**config.mk**
```make
export PLATFORM = sky130hd
export DESIGN_NAME = sbg_baud_gen
export DESIGN_NICKNAME = d
export VERILOG_FILES = /design/src/rtl/sbg_pkg.sv /design/src/rtl/sbg_prescaler.sv /design/src/rtl/sbg_frac_acc.sv /design/src/rtl/sbg_reload_ctr.sv /design/src/rtl/sbg_phase_ctr.sv /design/src/rtl/sbg_baud_gen.sv
export SDC_FILE = /design/constraint.sdc
export NUM_CORES = 1
export LEC_CHECK = 0
export ABC_AREA = 1
export BUFFER_PORTS_ARGS = -buffer_cell sky130_fd_sc_hd__buf_2
export CAP_MARGIN = 10
export CORE_ASPECT_RATIO = 1.4
export CORE_MARGIN = 4
export CORE_UTILIZATION = 30
export CTS_CLUSTER_DIAMETER = 200
export CTS_CLUSTER_SIZE = 28
export DETAILED_ROUTE_END_ITERATION = 8
export SKIP_CTS_REPAIR_TIMING = 1
export SLEW_MARGIN = 20
export SYNTH_ARGS = -nofsm -noshare
export SYNTH_HDL_FRONTEND = slang
export SYNTH_SLANG_ARGS = --single-unit
```
**constraint.sdc**
```tcl
create_clock -name clk -period 3.9 [get_ports clk]
set_input_delay 0.39 -clock clk [delete_from_list [all_inputs] [get_ports clk]]
set_output_delay 0.39 -clock clk [all_outputs]
set_load 0.005 [all_outputs]
```
**src/rtl/sbg_pkg.sv**
```systemverilog
package sbg_pkg;

  // Prescaler state is wide enough for divide-by-3.
  localparam int unsigned PRE_CNT_W = 2;

  typedef logic [PRE_CNT_W-1:0] pre_cnt_t;

  // Last count value of the prescaler for the selected divide ratio.
  function automatic pre_cnt_t pre_last(input logic sel);
    return sel ? pre_cnt_t'(2) : pre_cnt_t'(1);
  endfunction

endpackage

```
**src/rtl/sbg_prescaler.sv**
```systemverilog
module sbg_prescaler
  import sbg_pkg::*;
(
  input  logic clk,
  input  logic rst_n,
  input  logic run,
  input  logic sel,
  output logic tick
);

  pre_cnt_t cnt_q;
  pre_cnt_t last;

  always_comb begin
    last = pre_last(sel);
    tick = run && (cnt_q >= last);
  end

  always_ff @(posedge clk or negedge rst_n) begin
    if (!rst_n) begin
      cnt_q <= '0;
    end else if (!run || tick) begin
      cnt_q <= '0;
    end else begin
      cnt_q <= cnt_q + pre_cnt_t'(1);
    end
  end

endmodule

```
**src/rtl/sbg_frac_acc.sv**
```systemverilog
module sbg_frac_acc #(
  parameter int unsigned FRAC_W = 8
) (
  input  logic              clk,
  input  logic              rst_n,
  input  logic              run,
  input  logic              enable,
  input  logic [FRAC_W-1:0] step,
  output logic              tick
);

  logic [FRAC_W-1:0] acc_q;
  logic [FRAC_W:0]   sum;

  // Accumulator sum with the carry out in the top bit.
  function automatic logic [FRAC_W:0] frac_add(input logic [FRAC_W-1:0] a,
                                               input logic [FRAC_W-1:0] b);
    return {1'b0, a} + {1'b0, b};
  endfunction

  always_comb begin
    sum  = frac_add(acc_q, step);
    tick = run && enable && sum[FRAC_W];
  end

  always_ff @(posedge clk or negedge rst_n) begin
    if (!rst_n) begin
      acc_q <= '0;
    end else if (!(run && enable)) begin
      acc_q <= '0;
    end else begin
      acc_q <= sum[FRAC_W-1:0];
    end
  end

endmodule

```
**src/rtl/sbg_reload_ctr.sv**
```systemverilog
module sbg_reload_ctr #(
  parameter int unsigned RLD_W = 13
) (
  input  logic             clk,
  input  logic             rst_n,
  input  logic             run,
  input  logic             src_tick,
  input  logic [RLD_W-1:0] reload,
  output logic             ovs_tick,
  output logic [RLD_W-1:0] cnt
);

  logic [RLD_W-1:0] cnt_q;
  logic             at_zero;

  always_comb begin
    at_zero  = (cnt_q == '0);
    ovs_tick = run && src_tick && at_zero;
    cnt      = cnt_q;
  end

  // While stopped the counter tracks the reload value, so a run starts full length.
  always_ff @(posedge clk or negedge rst_n) begin
    if (!rst_n) begin
      cnt_q <= '0;
    end else if (!run) begin
      cnt_q <= reload;
    end else if (src_tick) begin
      cnt_q <= at_zero ? reload : (cnt_q - {{(RLD_W-1){1'b0}}, 1'b1});
    end
  end

endmodule

```
**src/rtl/sbg_phase_ctr.sv**
```systemverilog
module sbg_phase_ctr #(
  parameter int unsigned PH_W = 4
) (
  input  logic            clk,
  input  logic            rst_n,
  input  logic            run,
  input  logic            ovs_tick,
  output logic            bit_tick,
  output logic [PH_W-1:0] phase
);

  logic [PH_W-1:0] ph_q;

  always_comb begin
    bit_tick = ovs_tick && (ph_q == '1);
    phase    = ph_q;
  end

  always_ff @(posedge clk or negedge rst_n) begin
    if (!rst_n) begin
      ph_q <= '0;
    end else if (!run) begin
      ph_q <= '0;
    end else if (ovs_tick) begin
      ph_q <= ph_q + {{(PH_W-1){1'b0}}, 1'b1};
    end
  end

endmodule

```
**src/rtl/sbg_baud_gen.sv**
```systemverilog
module sbg_baud_gen #(
  parameter int unsigned RLD_W    = 13,
  parameter int unsigned FRAC_W   = 8,
  parameter int unsigned PH_W     = 4,
  parameter bit          USE_FRAC = 1'b1
) (
  input  logic              clk,
  input  logic              rst_n,
  input  logic              run_en,
  input  logic              pre_sel,
  input  logic              frac_en,
  input  logic [RLD_W-1:0]  reload_val,
  input  logic [FRAC_W-1:0] frac_step,
  output logic              ovs_tick,
  output logic              bit_tick
);

  // Internal events, named for the checker.
  logic             pre_tick;
  logic             frac_tick;
  logic             src_tick;
  logic [RLD_W-1:0] rld_cnt;
  logic [PH_W-1:0]  phase;

  sbg_prescaler u_pre (
    .clk   (clk),
    .rst_n (rst_n),
    .run   (run_en),
    .sel   (pre_sel),
    .tick  (pre_tick)
  );

  generate
    if (USE_FRAC) begin : g_frac
      sbg_frac_acc #(.FRAC_W(FRAC_W)) u_frac (
        .clk    (clk),
        .rst_n  (rst_n),
        .run    (run_en),
        .enable (frac_en),
        .step   (frac_step),
        .tick   (frac_tick)
      );
    end else begin : g_nofrac
      assign frac_tick = 1'b0;
    end
  endgenerate

  assign src_tick = (USE_FRAC && frac_en) ? frac_tick : pre_tick;

  sbg_reload_ctr #(.RLD_W(RLD_W)) u_rld (
    .clk      (clk),
    .rst_n    (rst_n),
    .run      (run_en),
    .src_tick (src_tick),
    .reload   (reload_val),
    .ovs_tick (ovs_tick),
    .cnt      (rld_cnt)
  );

  sbg_phase_ctr #(.PH_W(PH_W)) u_ph (
    .clk      (clk),
    .rst_n    (rst_n),
    .run      (run_en),
    .ovs_tick (ovs_tick),
    .bit_tick (bit_tick),
    .phase    (phase)
  );

endmodule

```
Word level (Yosys, flattened, before mapping):

Cells that the tools add are included.
Widths: inputs -> output; s select.

* bits in registers: 27
* input bits: 26
* output and inout port bits: 2
* logic and storage cells: 30

* add/subtract/negate cells: 4
* $lt $le $gt $ge: 1
* eq/ne operators: 3
* multiplexer cells: 9
* reductions and logical operators: 9

Operators by type and width (number)
* $mux 13: 3
* $logic_not 13->1: 1
* $sub 13x1->13 const B: 1
* $add 8x8->9: 1
* $mux 4: 2
* $mux 8: 1
* $logic_and 1x1->1: 6
* $add 4x1->4 const B: 1
* $eq 4x4->1 const B: 1
* $mux 2: 2
* $ne 2x1->1 const B: 2
* $add 2x1->2 const B: 1
* $ge 2x2->1: 1
* $logic_not 1->1: 1
* $logic_or 1x1->1: 1
* $mux 1: 1

Depth between registers and ports, before layout:

Gate-level depths: netlist of run 1.

* depth after elaboration: 8
* mapped depth: 13
* mapped depth without buffers: 12

Cells and area by module:

Synthesis of run 1 repeated with hierarchy kept, for this count alone.

* cells, all modules: 290
* area total of the unflattened synthesis: 1998.2 sq um

Modules (own cells, without submodules)
* sbg_reload_ctr: instances 1, cells each 168, area an instance 1071.0 sq um, sequential area each 325.3 sq um
* sbg_frac_acc: instances 1, cells each 76, area an instance 579.3 sq um, sequential area each 200.2 sq um
* sbg_phase_ctr: instances 1, cells each 25, area an instance 200.2 sq um, sequential area each 100.1 sq um
* sbg_prescaler: instances 1, cells each 17, area an instance 132.6 sq um, sequential area each 50.0 sq um
* sbg_baud_gen: instances 1, cells each 4, area an instance 15.0 sq um, sequential area each 0.0 sq um

Least setup slack after synthesis of run 1:

No wires, ideal clock.

* path type: in2out
* from: input port frac_step[0]
* to: output port bit_tick
* data arrival time: 1.598 ns
* required time: 3.510 ns
* slack: 1.912 ns
* cell stages on the path: 10
* buffers on the path: 0
* path through: ha_1 -> inv_1 -> fa_1 -> inv_1 -> nand3_1 -> nand2_1 -> nand2_1 -> nand3_2 -> nand3_1 -> nor3_1

* longest elaborated chain between the ends: 6

RTL lines
* start: declaration: RTL line sbg_baud_gen.sv:13 `input logic [FRAC_W-1:0] frac_step,`
* $add 8x8->9: RTL line sbg_frac_acc.sv:18 `return {1'b0, a} + {1'b0, b};`
* $logic_and 1x1->1: RTL line sbg_frac_acc.sv:23 `tick = run && enable && sum[FRAC_W];`
* $mux 1: RTL line sbg_baud_gen.sv:48 `assign src_tick = (USE_FRAC && frac_en) ? frac_tick : pre_tick;`
* $logic_and 1x1->1 (2 in series): RTL line sbg_reload_ctr.sv:18 `ovs_tick = run && src_tick && at_zero;`
* $logic_and 1x1->1: RTL line sbg_phase_ctr.sv:15 `bit_tick = ovs_tick && (ph_q == '1);`
* end: declaration: RTL line sbg_baud_gen.sv:15 `output logic bit_tick`

Every way passes these cells.

Worst setup path in the final report of run 1:

* from: register g_frac.u_frac.acc_q[0]
* to: output port bit_tick

* longest elaborated chain between the ends: 6

RTL lines
* start: declaration: RTL line sbg_frac_acc.sv:12 `logic [FRAC_W-1:0] acc_q;`
* start signal: assignment: RTL line sbg_frac_acc.sv:32 `acc_q <= sum[FRAC_W-1:0];`
* $add 8x8->9: RTL line sbg_frac_acc.sv:18
* $logic_and 1x1->1: RTL line sbg_frac_acc.sv:23
* $mux 1: RTL line sbg_baud_gen.sv:48
* $logic_and 1x1->1 (2 in series): RTL line sbg_reload_ctr.sv:18
* $logic_and 1x1->1: RTL line sbg_phase_ctr.sv:15

Every way passes these cells.

==> run_results.csv, run 1 <==
group,metric,value,unit
outcome,status,"completed",
synth,synth.cell_area,0.001913,mm2
setup_path,arrival,2.11,ns
grt,overflow,0,
timing,fin_skew,0.006594,ns
timing,setup_viol,0,
synth,yosys-top-cells-area,"dfrtp_1, nand2_1, nand3_1",
synth,synth-seq-cells,27,
placement,globalplace.congestion,0.8289,
routing,ant_nets,0,
timing,finalMaxSlewViolations,0,
cells_and_area,most-common-layout-cells,"nand2_1, nand3_1, dfrtp_1, buf_2, inv_1",
floorplanning,start_util,30.80,%
clock_network,clock_latency,0.28,ns
routing,wl_per_cell,11.90,um
cells_and_area,layout-drive-gt1-share,16.03,%
power_and_ir_drop,leakage,1.161,nW
grt,grt_max_degree,28,
timing,fmax,399.9,MHz
timing,period_needed,2.501,ns
cells_and_area,final_common_cell,"nand2_1",
hold_path,hold_path.class,"primary input to asynchronous set/reset pin",
clock_network,clkTransAtPathRegs,0.11,ns
cells_and_area,syn_to_final_growth,11.84,%
clock_network,clockBufferDepth,2,
floorplanning,dieArea,0.007737,mm2
setup_path,critPathLaunchType,"flop",
clock_network,cts_max_level,1,
setup_path,worst_r2r_startpoint,"g_frac.u_frac.acc_q[0]$_DFF_PN0_",
timing,hold_violations,0,
setup_path,worst_r2r_path_depth,12,
grt,grt_pass1_vias,1712,
floorplanning,core-area,0.006211,mm2
clock_network,clock_sinks,27,
routing,wirelength,4273,um
routing,drt-initial-drc-count,80,
setup_path,r2r_slack,1.76,ns
synth,synth_top_cell_by_area,"dfrtp_1",
timing,rsz0062_at_grt,"false",
grt,track_usage,12.43,%
timing,worstMarginPinSlew,0.6445,ns
setup_path,cp_max_fo,3,
timing,slew_headroom,57.03,%
synth,synth_warnings,0,
cells_and_area,diodes,0,
floorplanning,die_h,102.5,um
routing,vias_per_cell,4.777,
timing,post-route-period-util,64.12,%
clock_network,cts-root-buf,"clkbuf_8",
floorplanning,io_pins,28,
clock_network,cts_tree,"built",
power_and_ir_drop,ir_drop,232.2,uV
floorplanning,die_w,75.49,um
routing,drt_first_pass_iters,4,
cells_and_area,fillers,682,
synth,syn_nets,301,
grt,grt_pass1_wl,7659,um
synth,syn_area_per_cell,7.302,um2
floorplanning,rows,34,
setup_path,required,3.51,ns
cells_and_area,finalNetCount,327,
timing,finalSetupTns,0,ns
setup_path,end_kind,"primary output",
power_and_ir_drop,power_density,369.9,mW/mm2
power_and_ir_drop,total_power,0.0007914,W
synth,synth.distinct_cells,28,
routing,vias,1715,
placement,post-dp-hpwl,3252,um
clock_network,cts_made_buffers,3,
routing,drc_errors,0,
synth,ys_seq_area_share,35.32,%
synth,syn_inst,262,
placement,io_buffers,27,
setup_path,path_class,"flop to primary output",
grt,antenna_found_initial,0,
run,cap_violations,0,
synth,synth_top_cell_area_share,35.32,%
setup_path,rr_endpoint,"u_rld.cnt[12]$_DFFE_PN0P_",
## critical path: stages, from the launching register on
cell     delay [ns]
dfrtp_1        0.36
ha_1           0.16
inv_1          0.07
fa_1           0.35
inv_1          0.09
nand3_1        0.07
nand2_1        0.10
nand2_1        0.09
nand3_2        0.09
nand3_1        0.12
nor3_1         0.19
buf_2          0.15
## metal layers
| metal | part of all wire (%) | track usage [%] | vias to the layer above | wire length, um |
|---|---|---|---|---|
| li1 | - | - | 895 | - |
| met3 | 4.6 | 2.067 | 5 | 198 |
| met4 | 1.1 | 3.634 | 0 | 46 |
| met2 | 49 | 21.29 | 31 | 2105 |
| met1 | 45 | 15.78 | 784 | 1923 |
| met5 | 0 | 0 | - | 0 |
## metrics by stage
step	hold slack (ns)	util [%]	cell area, um2	instances	setup slack, ns
4_1_cts	0.1513	34.45	2140	359	1.385
5_1_grt	0.1503	34.45	2140	359	1.193
3_3_place_gp	0.4598	33.66	2091	355	1.599
6_report	0.1149	34.45	2140	359	1.399
3_5_place_dp	0.4664	33.66	2091	355	1.577
2_1_floorplan	0.09441	-	1913	262	1.912
## cells in the mapped netlist, drive strengths merged
cell type	count
xnor2	6
nand2	90
nor2b	1
nand4	5
dfrtp	27
ha	12
xor2	5
fa	1
nand3b	1
o21a	1
buf	6
nand3	34
nor3	2
a21oi	11
o21ai	10
inv	26
o211ai	1
nor2	23
## how the worst max path moves through the flow
stage	cells past startpoint	slack, ns	to	startpoint
finish	11	1.40	bit_tick	g_frac.u_frac.acc_q[0]$_DFF_PN0_
global route	11	1.19	bit_tick	g_frac.u_frac.acc_q[0]$_DFF_PN0_
detailed placement	12	1.58	bit_tick	frac_step[0]
CTS	11	1.38	bit_tick	g_frac.u_frac.acc_q[0]$_DFF_PN0_
floorplan	10	1.91	bit_tick	frac_step[0]
global placement	12	1.60	bit_tick	frac_step[0]
## state kept, by name (all words and copies together) (netlist names)
name	cells
u_rld.cnt	13
g_frac.u_frac.acc_q	8
u_ph.phase	4
u_pre.cnt_q	2
## final cells by class
type / instances / area [um2] / area share [%]
Sequential cell: 27 / 675.6 / 31.58
Tap cell: 72 / 90.09 / 4.211
Inverter: 26 / 102.6 / 4.795
Clock buffer: 3 / 41.29 / 1.930
Clock inverter: 1 / 7.507 / 0.3509
Timing Repair Buffer: 27 / 135.1 / 6.316
Multi-Input combinational cell: 203 / 1087 / 50.82
## cells by family after synthesis
group,Yosys count,share of synthesized area (%)
flops,27,35.32
xor+xnor,11,5.036
compound gates,23,7.259
fa+ha+maj,13,8.895
simple gates,156,35.64
buf+inv,32,7.848
## power by group
group	switching, W	leakage, nW	internal (W)
Sequential	0.0000388	0.351	0.000318
Clock	0.0000998	0.0217	0.0000728
Combinational	0.000158	0.788	0.000105
(Power assumes the default switching activity.)
==> inputs of run 2 (changes only) <==
Settings changed: ABC_AREA 1 to 0.
Clock period 3.9 ns to 2.2 ns, I/O delays scaled along.
==> run_results.csv, run 2 <==
group,metric,value,unit
synth,yosys.area_share.simple,22.53,%
setup_path,cp_max_fo,3,
setup_path,end_kind,"primary output",
routing,wirelength,4880,um
timing,rsz0062_at_grt,"true",
routing,vias,1733,
synth,synth_most_common_cell,"dfrtp_1",
clock_network,clock_sinks,27,
synth,synthAdderAreaFrac,9.315,%
routing,vias_per_cell,5.300,
synth,syn_nets,239,
cells_and_area,syn_to_final_growth,33.84,%
setup_path,required,1.98,ns
timing,setup_viol,11,
timing,hold_violations,0,
power_and_ir_drop,ir_drop,429.7,uV
grt,grt_max_degree,28,
power_and_ir_drop,leakage,1.115,nW
synth,synthTopCellsByCount,"dfrtp_1, nor2_1, inv_1, a21oi_1, ha_1",
timing,period_needed,2.523,ns
floorplanning,io_pins,28,
grt,overflow,0,
clock_network,clockBufferDepth,2,
setup_path,rr_endpoint,"u_rld.cnt[10]$_DFFE_PN0P_",
outcome,violations,"negative setup slack",
cells_and_area,finalNetCount,297,
clock_network,clock_latency,0.28,ns
placement,placed_cell_area,0.002218,mm2
routing,drt-initial-drc-count,54,
run,cap_violations,0,
grt,grt_pass1_wl,7734,um
timing,fmax,396.3,MHz
timing,holdWs,0.1773,ns
floorplanning,start_util,30.94,%
synth,synth_compound_area_share,23.15,%
timing,setup_slack,-0.3231,ns
cells_and_area,fillers,609,
cells_and_area,postLayoutCellArea,0.002445,mm2
setup_path,arrival,2.30,ns
synth,async_flop_share,100.0,%
cells_and_area,multiInputGateArea,0.001159,mm2
synth,yosys-top-cells-area,"dfrtp_1, ha_1, nor2_1",
power_and_ir_drop,total_power,0.001642,W
clock_network,cts_tree,"built",
synth,syn_inst,200,
timing,slew_headroom,55.66,%
cells_and_area,most-common-layout-cells,"dfrtp_1, buf_4, buf_2",
synth,synth_top_cell_by_area,"dfrtp_1",
floorplanning,dieArea,0.007419,mm2
clock_network,cts_max_level,1,
grt,grt_pass1_vias,1716,
setup_path,r2r_slack,-0.10,ns
synth,muxShareOfSynthArea,1.164,%
floorplanning,rows,33,
placement,io_buffers,27,
setup_path,worst_r2r_startpoint,"u_rld.cnt[0]$_DFFE_PN0P_",
floorplanning,die_h,100.3,um
routing,ant_nets,0,
grt,track_usage,13.11,%
timing,worstMarginPinSlew,0.6651,ns
clock_network,cts-root-buf,"clkbuf_8",
clock_network,clkTransAtPathRegs,0.10,ns
placement,globalplace.congestion,0.7854,
routing,drt_first_pass_iters,4,
routing,wl_per_cell,14.92,um
cells_and_area,largest_register_ffs,13,
hold_path,hold_start,"reload_val[12]",
outcome,status,"complete, but fails checks",
floorplanning,die_w,73.95,um
timing,fin_skew,0.003049,ns
synth,synth.cell_area,0.001827,mm2
hold_path,hold-path-endpoint,"u_rld.cnt[12]$_DFFE_PN0P_",
placement,post-dp-hpwl,3429,um
cells_and_area,seqCellArea,675.6,um2
cells_and_area,diodes,0,
synth,ys_seq_area_share,36.99,%
cells_and_area,layout-drive-gt1-share,36.19,%
timing,finalMaxSlewViolations,0,
setup_path,path_class,"flop to primary output",
floorplanning,core-area,0.005904,mm2
synth,synth-xor-area-share,1.918,%
grt,antenna_found_initial,0,
routing,drc_errors,0,
synth,synth_top_family_by_area,"compound AO/OA/AOI/OAI gates",
synth,synth_warnings,0,
setup_path,critPathLaunchType,"flop",
synth,synth_top_cell_area_share,36.99,%
synth,synth.distinct_cells,51,
synth,synth_ff_type,"dfrtp_1",
setup_path,worst_r2r_path_depth,8,
synth,syn_area_per_cell,9.134,um2
synth,synth-seq-cells,27,
hold_path,whs_path_depth,2,
power_and_ir_drop,power_density,671.8,mW/mm2
clock_network,cts_made_buffers,3,
timing,post-route-period-util,114.7,%
hold_path,hold_path.class,"primary input to flop",
synth,synth_edf_count,0,
-- run 2: kinds of logic after synthesis --
| family | count (synthesis) |
|---|---|
| buffers and inverters | 21 |
| adders and majority gates | 13 |
| muxes | 2 |
| xor gates and xnor gates | 4 |
| AOI/OAI and AO/OA | 58 |
| and+or+nand+nor | 75 |
| DFF | 27 |
-- run 2: worst max-delay path by stage --
stage,startpoint,to,slack [ns],depth (start not counted)
finish,u_rld.cnt[0]$_DFFE_PN0P_,bit_tick,-0.32,8
global route,u_rld.cnt[0]$_DFFE_PN0P_,bit_tick,-0.48,8
CTS,u_rld.cnt[0]$_DFFE_PN0P_,bit_tick,-0.36,8
detailed placement,u_rld.cnt[0]$_DFFE_PN0P_,u_rld.cnt[11]$_DFFE_PN0P_,-0.04,7
global placement,u_rld.cnt[0]$_DFFE_PN0P_,bit_tick,-0.03,8
floorplan,u_rld.cnt[0]$_DFFE_PN0P_,u_rld.cnt[10]$_DFFE_PN0P_,-0.04,9
-- run 2: report_power, final --
part / internal, W / switching, W
Clock: 0.000130 / 0.000165
Sequential: 0.000581 / 0.0000705
Combinational: 0.000343 / 0.000352
Total: 0.00105 / 0.000587
-- run 2: routing by layer --
metal / GRT usage (%) / part of all wire [%] / vias up
met2: 23.50 / 52 / 34
met3: 1.703 / 3.6 / 9
met1: 16.01 / 43 / 832
met4: 3.766 / 1.7 / 0
li1: - / - / 858
met5: 0 / 0 / -
-- run 2: critical path, stage by stage (launching register included) --
cell and delay [ns]:
dfrtp_1 0.40, inv_2 0.09, ha_4 0.13, or4b_4 0.46, or3_4 0.40, nor4_4 0.18
nand3_2 0.14, nor2_2 0.11, buf_2 0.11
-- run 2: cell type report --
type	count	area share [%]
Clock buffer	4	1.842
Inverter	15	2.303
Multi-Input combinational cell	152	47.39
Sequential cell	27	27.64
Tap cell	70	3.582
Timing Repair Buffer	59	17.25
-- run 2: stage by stage --
step | utilization, % | setup slack [ns] | cells | TNS (ns)
2_1_floorplan | - | -0.04228 | 200 | -0.1457
3_3_place_gp | 37.57 | -0.02954 | 316 | -0.06078
3_5_place_dp | 37.57 | -0.04047 | 316 | -0.1288
4_1_cts | 38.33 | -0.3593 | 320 | -0.8600
5_1_grt | 41.41 | -0.4795 | 327 | -2.561
6_report | 41.41 | -0.3231 | 327 | -1.007
